### config.mk
export PLATFORM = sky130hd
export DESIGN_NAME = edo_dram_ctrl
export DESIGN_NICKNAME = d
export VERILOG_FILES = /design/src/rtl/edo_ctrl_pkg.sv /design/src/rtl/edo_addr_mux.sv /design/src/rtl/edo_strobes.sv /design/src/rtl/edo_seq.sv /design/src/rtl/edo_dram_ctrl.sv
export SDC_FILE = /design/constraint.sdc
export NUM_CORES = 1
export LEC_CHECK = 0
export BUFFER_PORTS_ARGS = -buffer_cell sky130_fd_sc_hd__buf_2
export CAP_MARGIN = 20
export CORE_MARGIN = 2
export CORE_UTILIZATION = 43
export CTS_CLUSTER_DIAMETER = 150
export DETAILED_ROUTE_END_ITERATION = 8
export GPL_ROUTABILITY_DRIVEN = 0
export PLACE_DENSITY = 0.76
export SYNTH_ARGS = -nofsm -noshare
export SYNTH_HDL_FRONTEND = slang
export SYNTH_SLANG_ARGS = --single-unit
### constraint.sdc
create_clock -name clk -period 1.81 [get_ports clk]
set_input_delay 0.2715 -clock clk [delete_from_list [all_inputs] [get_ports clk]]
set_output_delay 0.2715 -clock clk [all_outputs]
set_load 0.01 [all_outputs]
### src/rtl/edo_ctrl_pkg.sv
package edo_ctrl_pkg;

   typedef enum logic [2:0] {
      ST_IDLE,
      ST_ROW,
      ST_COL,
      ST_CAS,
      ST_PRE
   } seq_state_e;

   function automatic int unsigned umax(input int unsigned x, input int unsigned y);
      return (x > y) ? x : y;
   endfunction

   function automatic int unsigned ns2cyc(input int unsigned ns, input int unsigned clk_ns);
      return (ns + clk_ns - 1) / clk_ns;
   endfunction

   // speed grade 0 = fast, anything else = slow
   function automatic int unsigned row_acc_ns(input int unsigned grade);
      return (grade == 0) ? 50 : 60;
   endfunction

   function automatic int unsigned col_acc_ns(input int unsigned grade);
      return (grade == 0) ? 13 : 15;
   endfunction

   function automatic int unsigned cycle_ns(input int unsigned grade);
      return (grade == 0) ? 90 : 110;
   endfunction

   function automatic int unsigned din_hold_ns(input int unsigned grade);
      return (grade == 0) ? 8 : 10;
   endfunction

   localparam int unsigned WE_HOLD_NS = 10;

endpackage

### src/rtl/edo_addr_mux.sv
module edo_addr_mux #(
   parameter int unsigned BANK_W = 1,
   parameter int unsigned ROW_W  = 11,
   parameter int unsigned COL_W  = 11,
   parameter int unsigned A_W    = 11,
   localparam int unsigned ADDR_W = BANK_W + ROW_W + COL_W
) (
   input  logic [ADDR_W-1:0] addr_i,
   input  logic              col_sel_i,
   output logic [BANK_W-1:0] bank_o,
   output logic [A_W-1:0]    a_o
);

   logic [ROW_W-1:0] row;
   logic [COL_W-1:0] col;

   assign col    = addr_i[COL_W-1:0];
   assign row    = addr_i[COL_W +: ROW_W];
   assign bank_o = addr_i[ADDR_W-1 -: BANK_W];

   always_comb begin
      if (col_sel_i) a_o = A_W'(col);
      else           a_o = A_W'(row);
   end

endmodule

### src/rtl/edo_strobes.sv
module edo_strobes #(
   parameter int unsigned BANKS  = 2,
   parameter int unsigned LANES  = 4,
   localparam int unsigned BANK_W = $clog2(BANKS)
) (
   input  logic              ras_act_i,
   input  logic              cas_act_i,
   input  logic              wr_i,
   input  logic [BANK_W-1:0] bank_i,
   input  logic [LANES-1:0]  be_i,
   output logic [BANKS-1:0]  ras_n_o,
   output logic [LANES-1:0]  cas_n_o
);

   for (genvar b = 0; b < BANKS; b++) begin : g_ras
      assign ras_n_o[b] = !(ras_act_i && (bank_i == BANK_W'(b)));
   end

   for (genvar l = 0; l < LANES; l++) begin : g_cas
      // reads open every lane, writes only the enabled ones
      assign cas_n_o[l] = !(cas_act_i && (!wr_i || be_i[l]));
   end

endmodule

### src/rtl/edo_seq.sv
module edo_seq
   import edo_ctrl_pkg::*;
#(
   parameter int unsigned RCD_CYC     = 5,
   parameter int unsigned CAS_CYC     = 7,
   parameter int unsigned RP_CYC      = 10,
   parameter int unsigned HOLD_CYC    = 3,
   parameter int unsigned RAS_MAX_CYC = 50000
) (
   input  logic clk,
   input  logic rst_n,
   input  logic start_i,
   input  logic wr_i,
   output logic idle_o,
   output logic ras_act_o,
   output logic col_sel_o,
   output logic cas_act_o,
   output logic wdrive_o,
   output logic capture_o
);

   localparam int unsigned MAXC  = umax(umax(RCD_CYC, CAS_CYC), RP_CYC);
   localparam int unsigned CNT_W = $clog2(MAXC + 1);
   localparam int unsigned RM_W  = $clog2(RAS_MAX_CYC + 1);
   localparam logic [CNT_W-1:0] RCD_LAST = CNT_W'(RCD_CYC - 1);
   localparam logic [CNT_W-1:0] CAS_LAST = CNT_W'(CAS_CYC - 1);
   localparam logic [CNT_W-1:0] RP_LAST  = CNT_W'(RP_CYC - 1);
   localparam logic [CNT_W-1:0] HOLD_N   = CNT_W'(HOLD_CYC);

   seq_state_e       state, state_nx;
   logic [CNT_W-1:0] cnt;
   logic [RM_W-1:0]  ras_low_cnt;

   always_comb begin
      state_nx = state;
      unique case (state)
         ST_IDLE: if (start_i)         state_nx = ST_ROW;
         ST_ROW:  if (cnt == RCD_LAST) state_nx = ST_COL;
         ST_COL:                       state_nx = ST_CAS;
         ST_CAS:  if (cnt == CAS_LAST) state_nx = ST_PRE;
         ST_PRE:  if (cnt == RP_LAST)  state_nx = ST_IDLE;
         default:                      state_nx = ST_IDLE;
      endcase
   end

   always_ff @(posedge clk or negedge rst_n) begin
      if (!rst_n) begin
         state <= ST_IDLE;
         cnt   <= '0;
      end else begin
         state <= state_nx;
         if (state_nx != state) cnt <= '0;
         else                   cnt <= cnt + 1'b1;
      end
   end

   assign idle_o    = (state == ST_IDLE);
   assign ras_act_o = (state == ST_ROW) || (state == ST_COL) || (state == ST_CAS);
   assign col_sel_o = (state == ST_COL) || (state == ST_CAS);
   assign cas_act_o = (state == ST_CAS);
   assign capture_o = (state == ST_CAS) && (cnt == CAS_LAST) && !wr_i;
   assign wdrive_o  = wr_i && ((state == ST_COL) || (state == ST_CAS) ||
                               ((state == ST_PRE) && (cnt < HOLD_N)));

   // length of the current RAS low pulse, watched against the upper limit
   always_ff @(posedge clk or negedge rst_n) begin
      if (!rst_n)         ras_low_cnt <= '0;
      else if (ras_act_o) ras_low_cnt <= ras_low_cnt + 1'b1;
      else                ras_low_cnt <= '0;
   end

   AST_RAS_WIDTH_MAX: assert property (@(posedge clk) disable iff (!rst_n)
      ras_low_cnt < RM_W'(RAS_MAX_CYC)) else $error("RAS low too long");

   AST_START_ONLY_IDLE: assert property (@(posedge clk) disable iff (!rst_n)
      (ras_act_o && !$past(ras_act_o)) |-> $past(idle_o && start_i)) else $error("RAS opened without start");

endmodule

### src/rtl/edo_dram_ctrl.sv
module edo_dram_ctrl
   import edo_ctrl_pkg::*;
#(
   parameter int unsigned CLK_NS       = 4,
   parameter int unsigned SPEED_GRADE  = 0,
   parameter int unsigned BANKS        = 2,
   parameter int unsigned ROW_W        = 11,
   parameter int unsigned COL_W        = 11,
   parameter int unsigned DATA_W       = 32,
   parameter int unsigned T_RCD_NS     = 20,
   parameter int unsigned T_RAS_MAX_NS = 200000,
   localparam int unsigned BANK_W = $clog2(BANKS),
   localparam int unsigned ADDR_W = BANK_W + ROW_W + COL_W,
   localparam int unsigned LANES  = DATA_W / 8,
   localparam int unsigned A_W    = umax(ROW_W, COL_W)
) (
   input  logic              clk,
   input  logic              rst_n,
   input  logic              req_i,
   input  logic              we_i,
   input  logic [ADDR_W-1:0] addr_i,
   input  logic [DATA_W-1:0] wdata_i,
   input  logic [LANES-1:0]  be_i,
   output logic              ready_o,
   output logic              rvalid_o,
   output logic [DATA_W-1:0] rdata_o,
   input  logic              ref_grant_i,
   output logic [A_W-1:0]    dram_a_o,
   output logic [BANKS-1:0]  dram_ras_n_o,
   output logic [LANES-1:0]  dram_cas_n_o,
   output logic              dram_we_n_o,
   output logic [DATA_W-1:0] dram_dq_o,
   input  logic [DATA_W-1:0] dram_dq_i,
   output logic              dram_dq_oe_o
);

   localparam int unsigned RAC_CYC     = ns2cyc(row_acc_ns(SPEED_GRADE), CLK_NS);
   localparam int unsigned CAC_CYC     = ns2cyc(col_acc_ns(SPEED_GRADE), CLK_NS);
   localparam int unsigned RCD_CYC     = ns2cyc(T_RCD_NS, CLK_NS);
   localparam int unsigned RAC_LEFT    = (RAC_CYC > RCD_CYC + 1) ? (RAC_CYC - RCD_CYC - 1) : 0;
   localparam int unsigned CAS_CYC     = umax(CAC_CYC, RAC_LEFT);
   localparam int unsigned RP_CYC      = ns2cyc(cycle_ns(SPEED_GRADE) - row_acc_ns(SPEED_GRADE), CLK_NS);
   localparam int unsigned HOLD_CYC    = ns2cyc(umax(din_hold_ns(SPEED_GRADE), WE_HOLD_NS), CLK_NS);
   localparam int unsigned RAS_MAX_CYC = T_RAS_MAX_NS / CLK_NS;

   // elaboration-time parameter checks
   if (DATA_W % 8 != 0) begin : g_bad_width
      $error("DATA_W must be a whole number of bytes");
   end
   if (BANKS < 2 || (BANKS & (BANKS - 1)) != 0) begin : g_bad_banks
      $error("BANKS must be a power of two, at least 2");
   end
   if (RCD_CYC < 1) begin : g_bad_rcd
      $error("row-to-column delay must be at least one cycle");
   end
   if (HOLD_CYC >= RP_CYC) begin : g_bad_hold
      $error("write hold must end inside the precharge window");
   end
   if (RCD_CYC + 1 + CAS_CYC >= RAS_MAX_CYC) begin : g_bad_rasmax
      $error("access would exceed the RAS pulse limit");
   end

   logic              start, idle, ras_act, col_sel, cas_act, wdrive, capture;
   logic              wr_q, cap_d;
   logic [ADDR_W-1:0] addr_q;
   logic [DATA_W-1:0] wdata_q;
   logic [LANES-1:0]  be_q;
   logic [BANK_W-1:0] bank;

   assign ready_o = idle && !ref_grant_i;
   assign start   = req_i && ready_o;

   always_ff @(posedge clk or negedge rst_n) begin
      if (!rst_n) begin
         wr_q    <= 1'b0;
         addr_q  <= '0;
         wdata_q <= '0;
         be_q    <= '0;
      end else if (start) begin
         wr_q    <= we_i;
         addr_q  <= addr_i;
         wdata_q <= wdata_i;
         be_q    <= be_i;
      end
   end

   edo_seq #(
      .RCD_CYC     (RCD_CYC),
      .CAS_CYC     (CAS_CYC),
      .RP_CYC      (RP_CYC),
      .HOLD_CYC    (HOLD_CYC),
      .RAS_MAX_CYC (RAS_MAX_CYC)
   ) u_seq (
      .clk       (clk),
      .rst_n     (rst_n),
      .start_i   (start),
      .wr_i      (wr_q),
      .idle_o    (idle),
      .ras_act_o (ras_act),
      .col_sel_o (col_sel),
      .cas_act_o (cas_act),
      .wdrive_o  (wdrive),
      .capture_o (capture)
   );

   edo_addr_mux #(
      .BANK_W (BANK_W),
      .ROW_W  (ROW_W),
      .COL_W  (COL_W),
      .A_W    (A_W)
   ) u_amux (
      .addr_i    (addr_q),
      .col_sel_i (col_sel),
      .bank_o    (bank),
      .a_o       (dram_a_o)
   );

   edo_strobes #(
      .BANKS (BANKS),
      .LANES (LANES)
   ) u_strb (
      .ras_act_i (ras_act),
      .cas_act_i (cas_act),
      .wr_i      (wr_q),
      .bank_i    (bank),
      .be_i      (be_q),
      .ras_n_o   (dram_ras_n_o),
      .cas_n_o   (dram_cas_n_o)
   );

   assign dram_we_n_o  = !wdrive;
   assign dram_dq_oe_o = wdrive;
   assign dram_dq_o    = wdata_q;

   always_ff @(posedge clk or negedge rst_n) begin
      if (!rst_n) begin
         rdata_o  <= '0;
         cap_d    <= 1'b0;
         rvalid_o <= 1'b0;
      end else begin
         if (capture) rdata_o <= dram_dq_i;
         cap_d    <= capture;
         rvalid_o <= cap_d;
      end
   end

   AST_ONE_BANK: assert property (@(posedge clk) disable iff (!rst_n)
      $onehot0(~dram_ras_n_o)) else $error("two row strobes low");

   AST_READ_ALL_LANES: assert property (@(posedge clk) disable iff (!rst_n)
      (!wr_q && !(&dram_cas_n_o)) |-> (dram_cas_n_o == '0)) else $error("partial read lanes");

   AST_READ_NO_DRIVE: assert property (@(posedge clk) disable iff (!rst_n)
      (!wr_q && !(&dram_ras_n_o)) |-> (!dram_dq_oe_o && dram_we_n_o)) else $error("bus driven in read");

   AST_EARLY_WRITE: assert property (@(posedge clk) disable iff (!rst_n)
      ($fell(&dram_cas_n_o) && wr_q) |-> !$past(dram_we_n_o)) else $error("WE late for write");

   AST_RVALID_PULSE: assert property (@(posedge clk) disable iff (!rst_n)
      rvalid_o |=> !rvalid_o) else $error("read strobe wider than one cycle");

   AST_WRITE_NO_RVALID: assert property (@(posedge clk) disable iff (!rst_n)
      $rose(rvalid_o) |-> !wr_q) else $error("read strobe after write");

   AST_GRANT_BLOCKS: assert property (@(posedge clk) disable iff (!rst_n)
      ref_grant_i |-> !ready_o) else $error("ready during refresh grant");

endmodule

==> flow_metrics.tcl, run 1 <==
set metrics [dict create \
    status "complete, but fails checks" \
    violations "negative setup slack" \
    whs_endpoint "addr_q[6]" \
    io_pins 181 \
    synth_warnings 0 \
    clock.fmax_ghz 0.477 \
    grt_pass1_wl_um 13600 \
    synth_edf_count 0 \
    rsz0062_at_grt "true" \
    synthFlopType "dfrtp_1" \
    fin_hold_ws_ps 134 \
    period_share_pct 116 \
    die_h_um 103 \
    cp.required_ps 1540 \
    initial_core_util_pct 44.8 \
    async_reset_ff_share_pct 100 \
    cts_tree "done" \
    dp_slack_ps -18.9 \
    path_clk_slew_ps 100 \
    root_buffer "clkbuf_8" \
    cp.arrival_ps 1820 \
    fp-row-count 35 \
    fillers 725 \
    synthTopCellsByCount "dfrtp_1 (101), mux2_2 (101), buf_6 (9)" \
    drt_first_pass_iters 4 \
    grt_max_degree 53 \
    drc 0 \
    max-vdd-ir-drop_v 0.000675 \
    setup.worst_path.start_class "register" \
    area_growth_pct 42.4 \
    synth.distinct_cells 34 \
    viasPerCell 4.87 \
    antenna_found_initial 0 \
    synth_area_leader_cell "dfrtp_1" \
    leakage_uw 0.00292 \
    drt_iter0_drc 41 \
    wire_per_inst_um 16.0 \
    cap_violations 0 \
    finalHoldViolCount 0 \
    die_x_um 103 \
    fin_ws_ps -285 \
    cts.htree.levels 3 \
    fin_area_mm2 0.00595 \
    place_hpwl_um 6710 \
    avgSynthCellArea_um2 15.4 \
    path_cells "ha_2 -> or4_4 -> o31ai_4 -> and2_1 -> buf_2" \
    grt-ovfl-total 0 \
    hp-start "addr_i[6]" \
    dp.cells 583 \
    numCtsBuffers 9 \
    clock-sinks 101 \
    n_antenna_cell 0 \
    synth_seq_cells 101 \
    max_stage_delay_ps 430 \
    cellPowerDensity_mw_per_mm2 1550 \
    io_buffers 180 \
    syn_area_mm2 0.00418 \
    worstReg2RegStart "u_seq.cnt[0]" \
    postRouteAntennaNets 0 \
    worstSkewPairLatency_ps 360 \
    fin_tns_setup_ps -2440 \
    coreArea_mm2 0.00933 \
    dieArea_mm2 0.0105 \
    synth_top_area_share_pct 60.4 \
    min_path_type "input port to register" \
    crit_path_max_fanout 2 \
    postRouteWirelength_um 9820 \
    place_area_mm2 0.00530 \
    synth_cells 272 \
    r2r-end "rdata_o[21]" \
    setup_violations 44 \
    cp_slowest_cell "or4_4" \
    r2r_slack_ps -100 \
    final.min_clock_period_ps 2100 \
    worst_pin_slew_ps 409 \
    max-slew-margin-rel_pct 72.7 \
    nets 581 \
    drive_gt1_share_pct 70.4 \
    syn_nets 372 \
    crit_type "register to output port" \
    instances_no_fill 615 \
    synth_area_leaders "dfrtp_1 (60%), mux2_2 (27%), buf_6 (2.4%)" \
    grt_pass1_vias 2978 \
    hold_path_depth 2 \
    drv_slew 0 \
    clk_path_buf_depth 2 \
    rr_worst_depth 8 \
    via_count 2992 \
    ys_seq_area_share_pct 60.4 \
    grt_usage_pct 16.7 \
    cp-end-kind "output port" \
    skew_ps 10.2 \
]
## layout by cell type (no fill, tap or decap), types with 2 or more instances in the layout
master     synthesis  routed
ha_1               4       2
buf_2              6     168
nor2_1             4       3
inv_1              7       6
o21ai_0            5       5
clkbuf_16          0       3
mux2_2           101      79
buf_4              1      20
buf_12             0       7
nand2_1            2       2
buf_6              9      14
nand3b_1           2       2
a22oi_1            2       2
mux2_4             0      24
dfrtp_1          101     100
a211oi_1           4       4
clkbuf_8           0      11
## registers in the layout, indices dropped and copies added, names as in the netlist
register     cells
cap_d            1
u_seq.cnt        4
wr_q             1
dram_dq_o       32
addr_q          23
be_q             4
rdata_o         32
u_seq.state      3
rvalid_o         1
## layout make-up
| type | count | area, um2 | area share (%) |
|---|---|---|---|
| Inverter | 7 | 28.8 | 0.483 |
| Sequential cell | 101 | 2530 | 42.5 |
| Timing Repair Buffer | 214 | 1390 | 23.3 |
| Clock inverter | 5 | 66.3 | 1.11 |
| Multi-Input combinational cell | 148 | 1630 | 27.4 |
| Clock buffer | 11 | 151 | 2.54 |
| Tap cell | 129 | 161 | 2.71 |
## per-stage QoR
step | total power, uW | utilization, %
6_report | 9210 | 63.8
5_1_grt | 9790 | 63.8
4_1_cts | 8940 | 60.6
3_5_place_dp | 7010 | 56.8
3_3_place_gp | 6850 | 56.8
2_1_floorplan | 5590 | -
## what timing repair did
action,in CTS,in global routing
hold buffers,1,0
resized for setup,25,30
gates cloned,0,4
pin swaps,0,3
setup endpoints to repair,17,54
hold endpoints to repair,11,0
buffers inserted,2,9
## per-layer routing
layer | global-route usage, % | wire length [um]
met2 | 28.8 | 4900
met3 | 4.88 | 780
met4 | 7.18 | 228
met5 | 0 | 0
met1 | 19.6 | 3910
## worst max path at each step
stage | start | to | slack [ps] | cells after the start
floorplan | u_seq.cnt[0] | rdata_o[12] | 40 | 6
CTS | u_seq.cnt[0] | dram_dq_oe_o | -340 | 5
detailed placement | u_seq.cnt[0] | dram_dq_oe_o | -20 | 5
global route | u_seq.cnt[0] | dram_dq_oe_o | -340 | 5
finish | u_seq.cnt[0] | dram_dq_oe_o | -290 | 5
global placement | u_seq.cnt[0] | dram_dq_oe_o | 40 | 5
## cells by family after synthesis
kind of cell | synth area share (%)
mux | 28.0
flops | 60.4
buf+inv | 3.95
simple gates | 3.20
compound gates | 2.81
fa+ha+maj | 1.20
xor+xnor | 0.419
## worst max-delay path, delay by kind of cell, from the launching register on
| family | cells | cell delay, ps |
|---|---|---|
| AND/OR/NAND/NOR | 2 | 580 |
| flip-flops | 1 | 390 |
| adder cells (fa/ha/maj) | 1 | 190 |
| AO/OA/AOI/OAI | 1 | 190 |
| buffers and inverters | 1 | 120 |
## report_power, final
| group | switching (uW) | internal, uW |
|---|---|---|
| clock | 804 | 733 |
| combinational | 1700 | 2350 |
| sequential | 479 | 3150 |
| total | 2980 | 6230 |
Note: power is estimated with default switching activity, not from simulation.
==> inputs of run 2 (changes only) <==
- ABC_CLOCK_PERIOD_IN_PS: unset -> 1810
- CORE_ASPECT_RATIO: unset -> 2
==> run 2 against run 1 <==
  * Utilization down 3.7 points
  * Routed wire length down 9.6%
  * Sequential share of layout area up 1.5 points
  * Non-clock buffer count down 7
  * Clock skew up 0.87 ps
  * Hold slack better by 27 ps
  * The run still ends with negative setup slack left
  * Register-to-register slack about the same
  * Highest routed layer unchanged
  * Clock power up 6%
  * Fmax up 0.49%
  * Design area down 3.3%
  * Via count down 2.3%
  * Cell count down 5.5%
==> flow_metrics.tcl, run 2 (same netlist as run 1, synthesis figures left out) <==
set metrics [dict create \
    status "complete, but fails checks" \
    violations "negative setup slack" \
    cts_tree "done" \
    cellPowerDensity_mw_per_mm2 1540 \
    n_antenna_cell 0 \
    grt_pass1_wl_um 13400 \
    hp-start "addr_i[8]" \
    min_path_type "input port to register" \
    grt_pass1_vias 2944 \
    die_x_um 73.7 \
    max-slew-margin-rel_pct 59.7 \
    rsz0062_at_grt "true" \
    mostFrequentLayoutCells "buf_2 (175), mux2_2 (101), dfrtp_1 (100)" \
    critPathCapture "dram_dq_oe_o" \
    grt_usage_pct 16.2 \
    die_h_um 143 \
    cap_violations 0 \
    fin_area_mm2 0.00576 \
    seqPwrFrac_pct 40.5 \
    setup.worst_path.start_class "register" \
    finalHoldViolCount 0 \
    crit_type "register to output port" \
    max-vdd-ir-drop_v 0.00101 \
    io_pins 181 \
    numCtsBuffers 9 \
    antenna_found_initial 0 \
    drc 0 \
    cp.arrival_ps 1810 \
    clk_path_buf_depth 2 \
    clock.fmax_ghz 0.480 \
    area_growth_pct 37.7 \
    drv_slew 0 \
    p_comb_share_pct 41.0 \
    clock-sinks 101 \
    place_area_mm2 0.00526 \
    io_buffers 180 \
    clkPwrFrac_pct 18.5 \
    r2r-end "rdata_o[23]" \
    viasPerCell 5.03 \
    nets 574 \
    initial_core_util_pct 43.7 \
    final.min_clock_period_ps 2090 \
    leakage_uw 0.00279 \
    drive_gt1_share_pct 70.3 \
    layout_commonest_cell "buf_2" \
    wire_per_inst_um 15.3 \
    setup_violations 34 \
    drt_first_pass_iters 4 \
    period_share_pct 115 \
    fp-row-count 51 \
    fillers 771 \
    hold_path_depth 2 \
    switching_share_pct 31.7 \
    worstSkewPairLatency_ps 340 \
    rr_worst_depth 8 \
    fin_ws_ps -275 \
    cp-end-kind "output port" \
    grt_max_degree 53 \
    p_sw_uw 2820 \
    postRouteAntennaNets 0 \
    postRouteWirelength_um 8870 \
    cp.required_ps 1540 \
    crit_path_max_fanout 4 \
    fin_hold_ws_ps 161 \
    coreArea_mm2 0.00957 \
    grt-ovfl-total 0 \
    path_clk_slew_ps 70 \
    worst_pin_slew_ps 604 \
    via_count 2922 \
    root_buffer "clkbuf_16" \
    skew_ps 11.0 \
    power.total_uw 8890 \
    place_hpwl_um 6160 \
    r2r_slack_ps -90 \
    internal_power_uw 6070 \
    cts.htree.levels 3 \
    dieArea_mm2 0.0106 \
    worstReg2RegStart "u_seq.cnt[0]" \
    critPathLaunch "u_seq.state[1]" \
    drt_iter0_drc 77 \
]
[run 2: area by class of cell]
class	count	area (um2)	share of cell area, %
inverters	7	28.8	0.500
repair buffers	207	1260	21.9
well taps	106	133	2.30
clock inverters	3	17.5	0.304
flip-flops and latches	101	2530	43.9
clock buffers	9	225	3.91
multi-input cells	148	1560	27.1
[run 2: worst min-delay path by stage]
| stage | end |
|---|---|
| floorplan | addr_q[0] |
| global placement | dram_dq_o[17] |
| detailed placement | dram_dq_o[15] |
| CTS | rdata_o[24] |
| global route | rdata_o[24] |
| finish | addr_q[8] |
[run 2: per-stage QoR]
step / setup WS, ps / setup TNS, ps / cells / util (%)
finish: -275 / -2680 / 581 / 60.1
global route: -339 / -6270 / 581 / 60.1
CTS: -313 / -4710 / 574 / 58.0
detailed placement: -39.0 / -39.2 / 559 / 54.9
global placement: -14.4 / -14.4 / 559 / 54.9
floorplan: 36.4 / 0 / 272 / -
[run 2: repair_timing]
item                                    in CTS  in global routing
endpoints found under the hold margin       52                  0
gates resized for setup                      6                 20
buffers inserted                             2                  3
hold buffers                                 1                  0
gates cloned                                 0                  4
endpoints found under the setup margin      17                 81
pin swaps                                    3                  3
[run 2: per-layer routing]
layer | GRT usage, % | share of wire, % | vias up
li1 | - | - | 1360
met2 | 26.6 | 48 | 132
met3 | 5.82 | 8.1 | 11
met4 | 5.74 | 1.3 | 0
met1 | 19.4 | 42 | 1419
met5 | 0 | 0 | -
[run 2: critical path, cell delays in order, from the launching register on]
cell	delay [ps]
dfrtp_2	450
or4_4	560
o31ai_4	200
and2_1	150
buf_2	120
[run 2: power by group through the flow]
stage / registers [uW] / clock network [uW] / logic (uW)
3_5_place_dp: 3630 / 0 / 3360
2_1_floorplan: 3820 / 0 / 1760
6_report: 3600 / 1640 / 3650
5_1_grt: 3730 / 1790 / 3980
3_3_place_gp: 3590 / 0 / 3280
4_1_cts: 3600 / 1710 / 3460
